[src/rtl/fprot_pkg.sv]
package fprot_pkg;
  localparam int unsigned STEPS     = 10;
  localparam int unsigned STEP_W    = 4;
  localparam int unsigned RD_STEP   = 8;
  localparam int unsigned LAST_STEP = STEPS - 1;

  localparam logic [7:0] CMD_RESET = 8'hF0;
  localparam logic [7:0] CMD_PROT  = 8'h60;
  localparam logic [7:0] CMD_KEY1  = 8'hAA;
  localparam logic [7:0] CMD_KEY2  = 8'h55;
  localparam logic [7:0] CMD_IDENT = 8'h90;

  localparam logic [11:0] WOFS_KEY1   = 12'h555;
  localparam logic [11:0] WOFS_KEY2   = 12'h2AA;
  localparam logic [11:0] WOFS_STATUS = 12'h002;

  typedef enum logic [1:0] {
    XF_NONE  = 2'd0,
    XF_WRITE = 2'd1,
    XF_READ  = 2'd2
  } xfer_kind_e;
endpackage

[src/rtl/fprot_step_rom.sv]
module fprot_step_rom
  import fprot_pkg::*;
#(
  parameter int unsigned ADDR_W    = 16,
  parameter int unsigned BUS_BYTES = 2
) (
  input  logic [STEP_W-1:0]      step,
  input  logic [ADDR_W-1:0]      base,
  input  logic                   unlock,
  output xfer_kind_e             kind,
  output logic [ADDR_W-1:0]      addr,
  output logic [8*BUS_BYTES-1:0] wdata
);
  localparam int unsigned DATA_W   = 8 * BUS_BYTES;
  localparam int unsigned LOCK_BIT = 6 + $clog2(BUS_BYTES);

  // base plus a word offset scaled to bytes, wrapping in ADDR_W bits
  function automatic logic [ADDR_W-1:0] word_at(input logic [ADDR_W-1:0] b,
                                                input logic [11:0] wofs);
    return b + ADDR_W'(wofs) * ADDR_W'(BUS_BYTES);
  endfunction

  // protection address: base with the selector line forced
  function automatic logic [ADDR_W-1:0] prot_addr(input logic [ADDR_W-1:0] b,
                                                  input logic u);
    logic [ADDR_W-1:0] a;
    a = b;
    a[LOCK_BIT] = u;
    return a;
  endfunction

  function automatic logic [DATA_W-1:0] cmd(input logic [7:0] c);
    return DATA_W'(c);
  endfunction

  always_comb begin
    kind  = XF_NONE;
    addr  = '0;
    wdata = '0;
    unique case (step)
      4'd0, 4'd4, 4'd9: begin kind = XF_WRITE; wdata = cmd(CMD_RESET); end
      4'd1, 4'd2, 4'd3: begin
        kind = XF_WRITE; addr = prot_addr(base, unlock); wdata = cmd(CMD_PROT);
      end
      4'd5: begin kind = XF_WRITE; addr = word_at(base, WOFS_KEY1); wdata = cmd(CMD_KEY1); end
      4'd6: begin kind = XF_WRITE; addr = word_at(base, WOFS_KEY2); wdata = cmd(CMD_KEY2); end
      4'd7: begin kind = XF_WRITE; addr = word_at(base, WOFS_KEY1); wdata = cmd(CMD_IDENT); end
      4'd8: begin kind = XF_READ;  addr = word_at(base, WOFS_STATUS); end
      default: kind = XF_NONE;
    endcase
  end
endmodule

[src/rtl/fprot_judge.sv]
module fprot_judge #(
  parameter int unsigned DATA_W = 16
) (
  input  logic [DATA_W-1:0] status,
  input  logic              unlock,
  output logic              fail
);
  logic reads_locked;
  assign reads_locked = (status != '0);
  // unlock must read unlocked, lock must read locked
  assign fail = unlock ? reads_locked : !reads_locked;
endmodule

[src/rtl/fprot_seq.sv]
module fprot_seq
  import fprot_pkg::*;
#(
  parameter int unsigned ADDR_W    = 16,
  parameter int unsigned BUS_BYTES = 2,
  localparam int unsigned DATA_W   = 8 * BUS_BYTES
) (
  input  logic              clk,
  input  logic              rst_n,
  input  logic              start,
  input  logic [ADDR_W-1:0] sect_base,
  input  logic              unlock,
  output logic              busy,
  output logic              done,
  output logic              err,
  output logic              fl_we,
  output logic              fl_re,
  output logic [ADDR_W-1:0] fl_addr,
  output logic [DATA_W-1:0] fl_wdata,
  input  logic [DATA_W-1:0] fl_rdata
);
  logic              busy_q, done_q, err_q, unl_q;
  logic [STEP_W-1:0] step_q;
  logic [ADDR_W-1:0] base_q;
  logic [DATA_W-1:0] status_q;

  xfer_kind_e        kind;
  logic [ADDR_W-1:0] rom_addr;
  logic [DATA_W-1:0] rom_wdata;
  logic              verdict_fail;

  // named events for the checker
  logic accept_start, at_last, rd_capture;
  assign accept_start = start && !busy_q;
  assign at_last      = busy_q && (step_q == STEP_W'(LAST_STEP));
  assign rd_capture   = busy_q && (step_q == STEP_W'(RD_STEP));

  fprot_step_rom #(.ADDR_W(ADDR_W), .BUS_BYTES(BUS_BYTES)) u_rom (
    .step(step_q), .base(base_q), .unlock(unl_q),
    .kind(kind), .addr(rom_addr), .wdata(rom_wdata)
  );

  fprot_judge #(.DATA_W(DATA_W)) u_judge (
    .status(status_q), .unlock(unl_q), .fail(verdict_fail)
  );

  always_ff @(posedge clk) begin
    if (!rst_n) begin
      busy_q   <= 1'b0;
      done_q   <= 1'b0;
      err_q    <= 1'b0;
      unl_q    <= 1'b0;
      step_q   <= '0;
      base_q   <= '0;
      status_q <= '0;
    end else begin
      done_q <= 1'b0;
      err_q  <= 1'b0;
      if (accept_start) begin
        busy_q <= 1'b1;
        step_q <= '0;
        base_q <= sect_base;
        unl_q  <= unlock;
      end else if (busy_q) begin
        if (rd_capture) status_q <= fl_rdata;
        if (at_last) begin
          busy_q <= 1'b0;
          done_q <= 1'b1;
          err_q  <= verdict_fail;
          step_q <= '0;
        end else begin
          step_q <= step_q + 1'b1;
        end
      end
    end
  end

  assign busy     = busy_q;
  assign done     = done_q;
  assign err      = err_q;
  assign fl_we    = busy_q && (kind == XF_WRITE);
  assign fl_re    = busy_q && (kind == XF_READ);
  assign fl_addr  = busy_q ? rom_addr : '0;
  assign fl_wdata = busy_q ? rom_wdata : '0;
endmodule

[config.mk]
export PLATFORM = sky130hd
export DESIGN_NAME = fprot_seq
export DESIGN_NICKNAME = d
export VERILOG_FILES = /design/src/rtl/fprot_pkg.sv /design/src/rtl/fprot_step_rom.sv /design/src/rtl/fprot_judge.sv /design/src/rtl/fprot_seq.sv
export SDC_FILE = /design/constraint.sdc
export NUM_CORES = 1
export LEC_CHECK = 0
export BUFFER_PORTS_ARGS = -buffer_cell sky130_fd_sc_hd__buf_2
export CAP_MARGIN = 20
export CORE_ASPECT_RATIO = 1.5
export CORE_MARGIN = 8
export CORE_UTILIZATION = 49
export CTS_CLUSTER_SIZE = 30
export DETAILED_ROUTE_END_ITERATION = 12
export PLACE_DENSITY = 0.86
export SKIP_CTS_REPAIR_TIMING = 1
export SYNTH_ARGS = -nofsm -noshare
export SYNTH_HDL_FRONTEND = slang
export SYNTH_SLANG_ARGS = --single-unit
[constraint.sdc]
create_clock -name clk -period 2.4 [get_ports clk]
set_input_delay 0.12 -clock clk [delete_from_list [all_inputs] [get_ports clk]]
set_output_delay 0.12 -clock clk [all_outputs]
set_load 0.005 [all_outputs]
# == Word level (Yosys, flattened, before mapping) ==
# Cells that the tools add are included.
# classes
add_sub_neg,4
eq_ne,11
muxes,11
n_bitwise,4
reduce_logical,17
# ops
operator,count
$pmux W16 S4,1
$pmux W8 S5,1
$mux W16,2
$add A16 B11 Y16 const B,1
$add A16 B12 Y16 const B,1
$add A16 B3 Y16 const B,1
$eq A4 B3 Y1 const B,4
$reduce_bool A16 Y1,1
$reduce_or A3 Y1,3
$reduce_or A9 Y1,1
$eq A4 B2 Y1 const B,2
$eq A4 B4 Y1 const B,2
$logic_and A1 B1 Y1,5
$mux W1,5
$add A4 B1 Y4 const B,1
$eq A4 B1 Y1 const B,1
$logic_not A4 Y1,1
$mux W4,1
$not A1 Y1,4
$pmux W2 S2,1
$reduce_or A2 Y1,2
$reduce_or A4 Y1,1
$reduce_and A3 Y1,1
$eq A2 B1 Y1 const B,1
2 further kinds,3
# totals
ff_bits,40
in_bits,36
elab_cells,54

# == Longest topological paths before layout ==
# Gate-level depths: netlist (run 1).
# logic_depth
depth_word,5
ltp_mapped,11
ltp_nobuf,10

# == Cells and area by module ==
# From an unflattened synthesis (run 1), not the netlist that was laid out.
# unflattened
hier_cells,402
hier_area_um2,3050.4
# modules_own_cells
module,n_inst,cells_each,area_each_um2,seq_area_each_um2
fprot_seq,1,219,1838.0,800.8
fprot_step_rom,1,177,1166.1,0.0
fprot_judge,1,6,46.3,0.0

# == Worst setup path before layout (run 1) ==
# No wires, ideal clock.
# synth_timing
path_kind,reg2out
from,reg step_q[0]
to,out fl_addr[11]
arrival_time_ns,2.543
path_slack_ns,-0.263
path_stages_with_launch,12
cell_sequence,dfxtp_1 > inv_1 > ha_1 > and3b_1 > buf_2 > inv_1 > ha_1 > a31o_4 > a211oi_4 > o21bai_2 > o211a_1 > nor4_2
# synth_between
elab_chain_cells,4
word_cells_on_any_way,11
# synth_rtl
element,line_no,rtl
start: declaration,fprot_seq.sv:23,logic [STEP_W-1:0] step_q;
start signal: assignment,fprot_seq.sv:72,step_q <= step_q + 1'b1;
"$eq A4 B1 Y1, or another cell as far along",fprot_step_rom.sv:40,unique case (step)
$reduce_or A3 Y1 / $reduce_or A2 Y1 (equally long branches),n/a,
$pmux W16 S4 (*),fprot_step_rom.sv:40,
$mux W16 (*),fprot_seq.sv:83,assign fl_addr = busy_q ? rom_addr : '0;
end: declaration,fprot_seq.sv:18,"output logic [ADDR_W-1:0] fl_addr,"
# Mark *: on every way between the ends. The rest lies on a longest branch, timed or not.

# == Final worst setup path (run 1) ==
# layout_timing
from,reg step_q[0]
to,out fl_addr[15]
# Same word-level chain as after synthesis.

==> results of run 1 <==
==> path summary, 6_finish.rpt <==
kind	start	end
worst max-delay path	step_q[0]$_SDFFE_PP0P_	fl_addr[15]
worst min-delay path	fl_rdata[14]	status_q[14]$_SDFFE_PN0P_
worst max register to register	step_q[0]$_SDFFE_PP0P_	status_q[9]$_SDFFE_PN0P_
worst min register to register	status_q[3]$_SDFFE_PN0P_	status_q[3]$_SDFFE_PN0P_
==> logic make-up after synthesis <==
family / after synthesis / share of synthesized area
DFF: 40 / 0.272
AOI/OAI and AO/OA: 124 / 0.326
other: 1 / 0.00127
xor gates and xnor gates: 6 / 0.0178
muxes: 1 / 0.00382
and+or+nand+nor: 159 / 0.251
buffers and inverters: 47 / 0.0819
adders and majority gates: 11 / 0.0467
==> area by class of cell <==
type | count | area (um^2)
Multi-Input combinational cell | 309 | 2100
Fill cell | 449 | 2020
Sequential cell | 40 | 803
Timing Repair Buffer | 106 | 659
Tap cell | 72 | 90.1
Clock buffer | 5 | 68.8
Clock inverter | 3 | 46.3
Inverter | 11 | 43.8
==> placed cells by master (no fill, tap or decap), drive strengths merged, types with 4 or more instances in the layout <==
cell and n:
nor2 28, inv 12, a221oi 4, nor3 11, and3 5, conb 8
o21ai 18, xnor2 4, buf 106, nor2b 4, and2 5, nor4 7
dfxtp 40, nand2 82, a21oi 16, o21bai 4, a31oi 5, clkbuf 5
a21boi 35, ha 11, a21o 6
==> power by group through the flow <==
stage,sequential (W),clock [W],combinational [W]
6_report,0.000721,0.000573,0.000353
5_1_grt,0.000723,0.000601,0.000381
4_1_cts,0.000716,0.000581,0.000297
3_5_place_dp,0.000732,0,0.000295
3_3_place_gp,0.000730,0,0.000286
2_1_floorplan,0.000715,0,0.000209
==> state kept, by name, indices dropped and copies added (netlist names) <==
signal    count
step_q        4
unl_q         1
status_q     16
done          1
busy          1
base_q       16
err           1
==> routing by layer <==
| layer | part of all wire | vias up | routed length, um | track usage |
|---|---|---|---|---|
| li1 | - | 1527 | - | - |
| met1 | 0.35 | 1568 | 3470 | 0.193 |
| met2 | 0.53 | 190 | 5270 | 0.374 |
| met3 | 0.065 | 57 | 641 | 0.0430 |
| met4 | 0.050 | 0 | 490 | 0.109 |
| met5 | 0 | - | 0 | 0 |
==> stage by stage <==
step,area (um^2),power (W)
2_1_floorplan,3010,0.000924
3_3_place_gp,3440,0.00102
3_5_place_dp,3440,0.00103
4_1_cts,3550,0.00159
5_1_grt,3810,0.00171
6_report,3810,0.00165
==> tightest hold or removal path: cells and delay by family <==
kind,cells,cell delay [ns]
buf+inv,1,0.10
simple gates,1,0.04
compound gates,1,0.06
==> results.cfg, run 1 <==
[logic_synthesis]
yosysTopAreaCell = dfxtp_1
synth.most_common_cell = nand2_1
syn_avg_cell_area_um2 = 7.58
yosys_register_bits = 40
synthCells = 389
synth_top_area_share = 0.272
yosysSeqAreaShare = 0.272
synthTopCellsByCount = 82 x nand2_1, 40 x dfxtp_1, 33 x a21boi_0, 26 x nor2_1, 16 x o21ai_0
ys_top_cells_by_area = dfxtp_1 27%, nand2_1 10%, a21boi_0 8.4%
synth-edff-count = 0
synth_area_um2 = 2950
synth.distinct_cells = 65
yosys_warnings = 0
ys.flop_type = dfxtp_1
async_reset_ff_frac = 0

[floorplanning]
core-area_um2 = 5830
die_h_um = 111
num_rows = 34
dieArea_um2 = 8810
dieWidth_um = 79.3
start_util = 0.506
ioPinCount = 73

[worst_hold_path]
holdPathStages = 3
min_path_type = primary input to register

[critical_path]
rrSetupSlack_ns = 0.60
path_common_cell = ha_4
cp_top_family = compound AO/OA/AOI/OAI gates
start_kind = register
required_ns = 2.28
cp_num_buf_inv = 4
endpoint_kind = primary output
worstPathArrival_ns = 2.76
path_class = register to primary output
cp_slowest_cell = dfxtp_2
cp_max_fo = 5
rr_worst_depth = 7
crit_cells = 12
slowest_delay_ns = 0.35
crit_chain = inv_2 -> ha_4 -> and3b_2 -> inv_4 -> ha_4 -> a31o_4 -> a211oi_4 -> buf_4 -> nor4_4 -> o21ai_0 -> a21oi_1 -> buf_2

[sta]
finalSetupViolCount = 11
slew_violations = 0
timing.setup.tns_ns = -3.64
hold_viol = 0
fmax_mhz = 347
worst_clock_skew_ns = 0.00667
layout_min_cycle_time_ns = 2.88
worst_pin_slew_ns = 0.529
max-slew-margin-rel = 0.646
rsz0062_at_grt = true
setup_ws_ns = -0.483
whs_ns = 0.0551
fin_crit_sh = 1.20

[power_and_ir_drop]
p_leak_nw = 1.62
cell_internal_pwr_w = 0.00116
peakVddDrop_v = 0.000507
power.density_nw_per_um2 = 432
pwr-share-clk = 0.348
comb_power_share = 0.214
switchingPower_w = 0.000484
netSwitchingFraction = 0.294
seqPwrFrac = 0.438

[placement]
place_inst = 525
post-place-ws_ns = -0.100
dpl.hpwl_um = 6530
gp_congestion = 0.925
port-buffer-count = 64

[clocking]
cts.clk_slew.worst_paths_ns = 0.09
clockBufferDepth = 2
cts_htree_levels = 2
worstSkewPairLatency_ns = 0.30
cts.root.buffer_cell = clkbuf_8
cts_tree = yes
numCtsBuffers = 5
clkSinkCount = 40

[global_route]
first_global_vias = 3252
grt_antenna_before_repair = 0
grt_use_total = 0.200
grt_overflow_total = 0
grt_pass1_wl_um = 14600
grt_max_degree = 40

[detailed_routing]
drt_pass1_iterations = 5
vias = 3342
remaining_drc_errors = 0
totalWireLength_um = 9870
ant_nets = 0
drt_iter0_drc = 293
wire_per_inst_um = 18.1
viasPerCell = 6.12

[run_status]
failed_checks = negative setup slack
status = finished with violations

[layout]
insertedDiodeCount = 0
finalCoreUtilization = 0.654
fin_cells = 546
drive_gt1_frac = 0.333
fin_nets = 520
syn_to_final_growth_pct = 29.3

[job]
drv_cap = 0
Power figures use the tool's default switching activity.
==> run 2, diff against run 1 <==
--- a/config.mk
+++ b/config.mk
@@ -13,7 +13,6 @@
 export CTS_CLUSTER_SIZE = 30
 export DETAILED_ROUTE_END_ITERATION = 12
 export PLACE_DENSITY = 0.86
-export SKIP_CTS_REPAIR_TIMING = 1
 export SYNTH_ARGS = -nofsm -noshare
 export SYNTH_HDL_FRONTEND = slang
 export SYNTH_SLANG_ARGS = --single-unit
==> results.cfg, run 2 (synthesis results as in run 1) <==
[run_status]
status = finished with violations
failed_checks = negative setup slack

[critical_path]
rr_worst_depth = 7
rr_startpoint = step_q[0]$_SDFFE_PP0P_
path_common_cell = ha_4
rrSetupSlack_ns = 0.58
r2r_end = status_q[9]$_SDFFE_PN0P_
cp_num_buf_inv = 3
worstPathArrival_ns = 2.77
cp_slowest_cell = a211oi_4
crit_chain = inv_2 -> ha_4 -> and3b_2 -> inv_4 -> ha_4 -> a31o_4 -> a211oi_4 -> nor4_2 -> o32ai_1 -> a21oi_1 -> buf_2
start_kind = register
required_ns = 2.28
slowest_delay_ns = 0.36
path_class = register to primary output
endpoint_kind = primary output
cp_max_fo = 5
cp_top_family = compound AO/OA/AOI/OAI gates

[layout]
insertedDiodeCount = 0
multiInputGateArea_um2 = 2230
layout_common_cells = 79 x nand2_1, 64 x buf_2, 44 x buf_4
syn_to_final_growth_pct = 37.6
fin_cells = 558
fill_cells = 416
layout_commonest_cell = nand2_1
fin_nets = 532
drive_gt1_frac = 0.379
fin_area_um2 = 4060
largest_registers = base_q x16, status_q x16, step_q x4
seqCellArea_um2 = 803

[sta]
whs_ns = 0.0519
rsz0062_at_grt = true
layout_min_cycle_time_ns = 2.89
worst_clock_skew_ns = 0.00630
hold_viol = 0
slew_violations = 0
setup_ws_ns = -0.491
max-slew-margin-rel = 0.624
fmax_mhz = 346
fin_crit_sh = 1.20
finalSetupViolCount = 12
worst_pin_slew_ns = 0.565

[power_and_ir_drop]
p_leak_nw = 1.68
power.density_nw_per_um2 = 420
peakVddDrop_v = 0.000525

[clocking]
clkSinkCount = 40
cts.clk_slew.worst_paths_ns = 0.09
worstSkewPairLatency_ns = 0.31
cts_htree_levels = 2
cts_tree = yes
numCtsBuffers = 5
clockBufferDepth = 2
cts.root.buffer_cell = clkbuf_8

[detailed_routing]
totalWireLength_um = 10900
drt_pass1_iterations = 5
wire_per_inst_um = 19.6
vias = 3445
ant_nets = 0
drt_iter0_drc = 337
remaining_drc_errors = 0
viasPerCell = 6.17

[placement]
port-buffer-count = 64
dpl.hpwl_um = 6530
place_inst = 525
postPlaceCellArea_um2 = 3440
gp_congestion = 0.925
post-place-ws_ns = -0.100

[global_route]
grt_overflow_total = 0
grt_pass1_wl_um = 15400
grt_antenna_before_repair = 0
grt_max_degree = 40
grt_use_total = 0.212
first_global_vias = 3355

[floorplanning]
start_util = 0.506
dieWidth_um = 79.3
die_h_um = 111
dieArea_um2 = 8810
core-area_um2 = 5830
ioPinCount = 73
num_rows = 34

[worst_hold_path]
hold_start = fl_rdata[14]
min_to = status_q[14]$_SDFFE_PN0P_
min_path_type = primary input to register
holdPathStages = 3

[job]
drv_cap = 0
[run 2: changes by cell type in the layout (fill, tap and decap cells not counted), moves of 2 or more]
| cell | delta |
|---|---|
| buf_6 | +2 |
| ha_4 | +2 |
| nand2_2 | +3 |
| nand2_1 | -3 |
| buf_8 | +3 |
| buf_4 | +6 |
[run 2: metrics by stage]
stage / total power, W / TNS (ns) / util
6_report: 0.00170 / -3.84 / 0.696
5_1_grt: 0.00177 / -4.90 / 0.696
4_1_cts: 0.00162 / -3.08 / 0.632
3_5_place_dp: 0.00103 / -0.385 / 0.590
3_3_place_gp: 0.00102 / -0.0206 / 0.590
2_1_floorplan: 0.000924 / 0 / -
[run 2: worst max-delay path by stage]
| stage | startpoint | to | depth (start not counted) |
|---|---|---|---|
| 5_1_grt | step_q[0]$_SDFFE_PP0P_ | fl_addr[15] | 11 |
| 3_3_place_gp | step_q[1]$_SDFFE_PP0P_ | fl_addr[12] | 11 |
| 2_1_floorplan | step_q[1]$_SDFFE_PP0P_ | fl_addr[12] | 11 |
| 4_1_cts | step_q[0]$_SDFFE_PP0P_ | fl_addr[9] | 11 |
| 6_report | step_q[0]$_SDFFE_PP0P_ | fl_addr[15] | 11 |
| 3_5_place_dp | step_q[1]$_SDFFE_PP0P_ | fl_addr[15] | 11 |
[run 2: metal layers]
| layer | GRT usage | routed length, um | part of all wire | vias up |
|---|---|---|---|---|
| met5 | 0 | 0 | 0 | - |
| met4 | 0.119 | 699 | 0.064 | 0 |
| met3 | 0.0471 | 750 | 0.069 | 81 |
| met2 | 0.394 | 5650 | 0.52 | 208 |
| met1 | 0.203 | 3810 | 0.35 | 1604 |
| li1 | - | - | - | 1552 |
[run 2: repair_timing]
item,in CTS,in global routing
setup endpoints to repair,15,15
cloned,0,1
pin swaps,17,27
setup buffers,5,19
hold buffers,0,0
gates resized for setup,17,47
[run 2: final cells by class]
| cell class | count | area share |
|---|---|---|
| Multi-Input combinational cell | 310 | 0.550 |
| Sequential cell | 40 | 0.198 |
| Timing Repair Buffer | 117 | 0.190 |
| Tap cell | 72 | 0.0222 |
| Clock buffer | 5 | 0.0170 |
| Clock inverter | 3 | 0.0114 |
| Inverter | 11 | 0.0108 |
[run 2: worst min-delay path, delay by kind of cell]
| family | cells | cell delay (ns) |
|---|---|---|
| AOI/OAI and AO/OA | 1 | 0.06 |
| buffers and inverters | 1 | 0.10 |
| and+or+nand+nor | 1 | 0.04 |
[run 2: where the power goes]
part	switching, W	internal (W)
registers	0.0000397	0.000683
logic	0.000209	0.000191
clock network	0.000269	0.000313
==> run 3, diff against run 2 <==
--- a/config.mk
+++ b/config.mk
@@ -6,9 +6,7 @@
 export NUM_CORES = 1
 export LEC_CHECK = 0
 export BUFFER_PORTS_ARGS = -buffer_cell sky130_fd_sc_hd__buf_2
-export CAP_MARGIN = 20
-export CORE_ASPECT_RATIO = 1.5
-export CORE_MARGIN = 8
+export CORE_MARGIN = 10
 export CORE_UTILIZATION = 49
 export CTS_CLUSTER_SIZE = 30
 export DETAILED_ROUTE_END_ITERATION = 12
==> results.cfg, run 3 (synthesis results as in run 1) <==
[worst_hold_path]
hold_start = fl_rdata[13]
min_to = status_q[13]$_SDFFE_PN0P_
min_path_type = primary input to register
holdPathStages = 3

[critical_path]
path_class = register to primary output
worstPathArrival_ns = 2.62
rrSetupSlack_ns = 0.40
start_kind = register
rr_startpoint = step_q[0]$_SDFFE_PP0P_
r2r_end = step_q[2]$_SDFFE_PP0P_
cp_max_fo = 4
rr_worst_depth = 10
endpoint_kind = primary output
required_ns = 2.28

[sta]
max-slew-margin-rel = 0.561
rsz0062_at_grt = true
slew_violations = 0
hold_viol = 0
worst_pin_slew_ns = 0.658
layout_min_cycle_time_ns = 2.74
fin_crit_sh = 1.14
setup_ws_ns = -0.343
finalSetupViolCount = 14
worst_clock_skew_ns = 0.00934
fmax_mhz = 365
whs_ns = 0.0553

[global_route]
grt_pass1_wl_um = 14300
first_global_vias = 3115
grt_antenna_before_repair = 0
grt_overflow_total = 0
grt_use_total = 0.176
grt_max_degree = 40

[power_and_ir_drop]
p_leak_nw = 1.59
power.density_nw_per_um2 = 405
peakVddDrop_v = 0.000395

[clocking]
cts.clk_slew.worst_paths_ns = 0.09
worstSkewPairLatency_ns = 0.30
cts.root.buffer_cell = clkbuf_8
clockBufferDepth = 2
cts_htree_levels = 2
clkSinkCount = 40
cts_tree = yes
postCtsHoldBufs = 0
numCtsBuffers = 5

[placement]
postPlaceCellArea_um2 = 3400
gp_congestion = 0.922
dpl.hpwl_um = 6300
post-place-ws_ns = -0.0959
port-buffer-count = 64

[run_status]
failed_checks = negative setup slack
status = finished with violations

[layout]
layout_commonest_cell = nand2_1
insertedDiodeCount = 0
largest_registers = base_q x16, status_q x16, step_q x4
syn_to_final_growth_pct = 28.4
fill_cells = 500
layout_common_cells = 81 x nand2_1, 64 x buf_2, 38 x dfxtp_1
drive_gt1_frac = 0.331
fin_nets = 514
fin_area_um2 = 3780

[floorplanning]
die_h_um = 97.6
dieArea_um2 = 9520
dieWidth_um = 97.6
ioPinCount = 73
start_util = 0.501
core-area_um2 = 5890
num_rows = 28

[detailed_routing]
totalWireLength_um = 9170
ant_nets = 0
remaining_drc_errors = 0
vias = 3134
viasPerCell = 5.77
drt_pass1_iterations = 7
drt_iter0_drc = 296
wire_per_inst_um = 16.9

[job]
drv_cap = 0
-- run 3: final cells by class --
type                    count  area (um^2)  area share
flip-flops and latches     40          803       0.212
repair buffers            100          627       0.166
clock inverters             3         21.3     0.00562
inverters                  11         43.8      0.0116
multi-input cells         309         2130       0.562
well taps                  75         93.8      0.0248
clock buffers               5         68.8      0.0182
-- run 3: metal layers --
| layer | vias to the layer above | wire length [um] | track usage |
|---|---|---|---|
| met3 | 23 | 690 | 0.0462 |
| met4 | 0 | 267 | 0.0906 |
| met1 | 1440 | 3720 | 0.199 |
| met5 | - | 0 | 0 |
| li1 | 1522 | - | - |
| met2 | 149 | 4490 | 0.296 |
-- run 3: worst max path at each step --
stage,startpoint,slack (ns),depth (start not counted),endpoint
after floorplan,step_q[1]$_SDFFE_PP0P_,0.02,11,fl_addr[12]
after global placement,step_q[1]$_SDFFE_PP0P_,-0.03,11,fl_addr[12]
after detailed placement,step_q[1]$_SDFFE_PP0P_,-0.1,11,fl_addr[14]
after CTS,step_q[0]$_SDFFE_PP0P_,-0.37,11,fl_addr[11]
after global routing,step_q[1]$_SDFFE_PP0P_,-0.43,11,fl_addr[12]
final,step_q[0]$_SDFFE_PP0P_,-0.34,11,fl_addr[14]
-- run 3: power by group --
part           leakage, nW  internal (W)  switching, W
clock network       0.0445      0.000206      0.000254
registers            0.326      0.000683     0.0000355
logic                 1.22      0.000173      0.000184
-- run 3: what timing repair did --
item	4_1_cts	5_1_grt
cloned	0	0
setup buffers	8	5
setup endpoints to repair	15	16
endpoints found under the hold margin	0	0
resized for setup	20	17
pin swaps	23	14
-- run 3: critical path, stage by stage, from the launching register on --
cell and delay [ns]:
dfxtp_2 0.35, inv_2 0.05, ha_4 0.15, and3b_2 0.21
inv_4 0.10, ha_4 0.21, and4_4 0.21, a2111oi_4 0.46
o31ai_2 0.11, a31o_2 0.21, o311a_1 0.12, buf_2 0.13
-- run 3: metrics by stage --
step | std cells | total power [W] | util | setup TNS, ns
after CTS | 538 | 0.00150 | 0.619 | -2.97
after floorplan | 396 | 0.000924 | - | 0
after global placement | 522 | 0.00101 | 0.577 | -0.0366
after detailed placement | 522 | 0.00102 | 0.577 | -0.318
after global routing | 543 | 0.00161 | 0.643 | -4.34
final | 543 | 0.00153 | 0.643 | -3.27
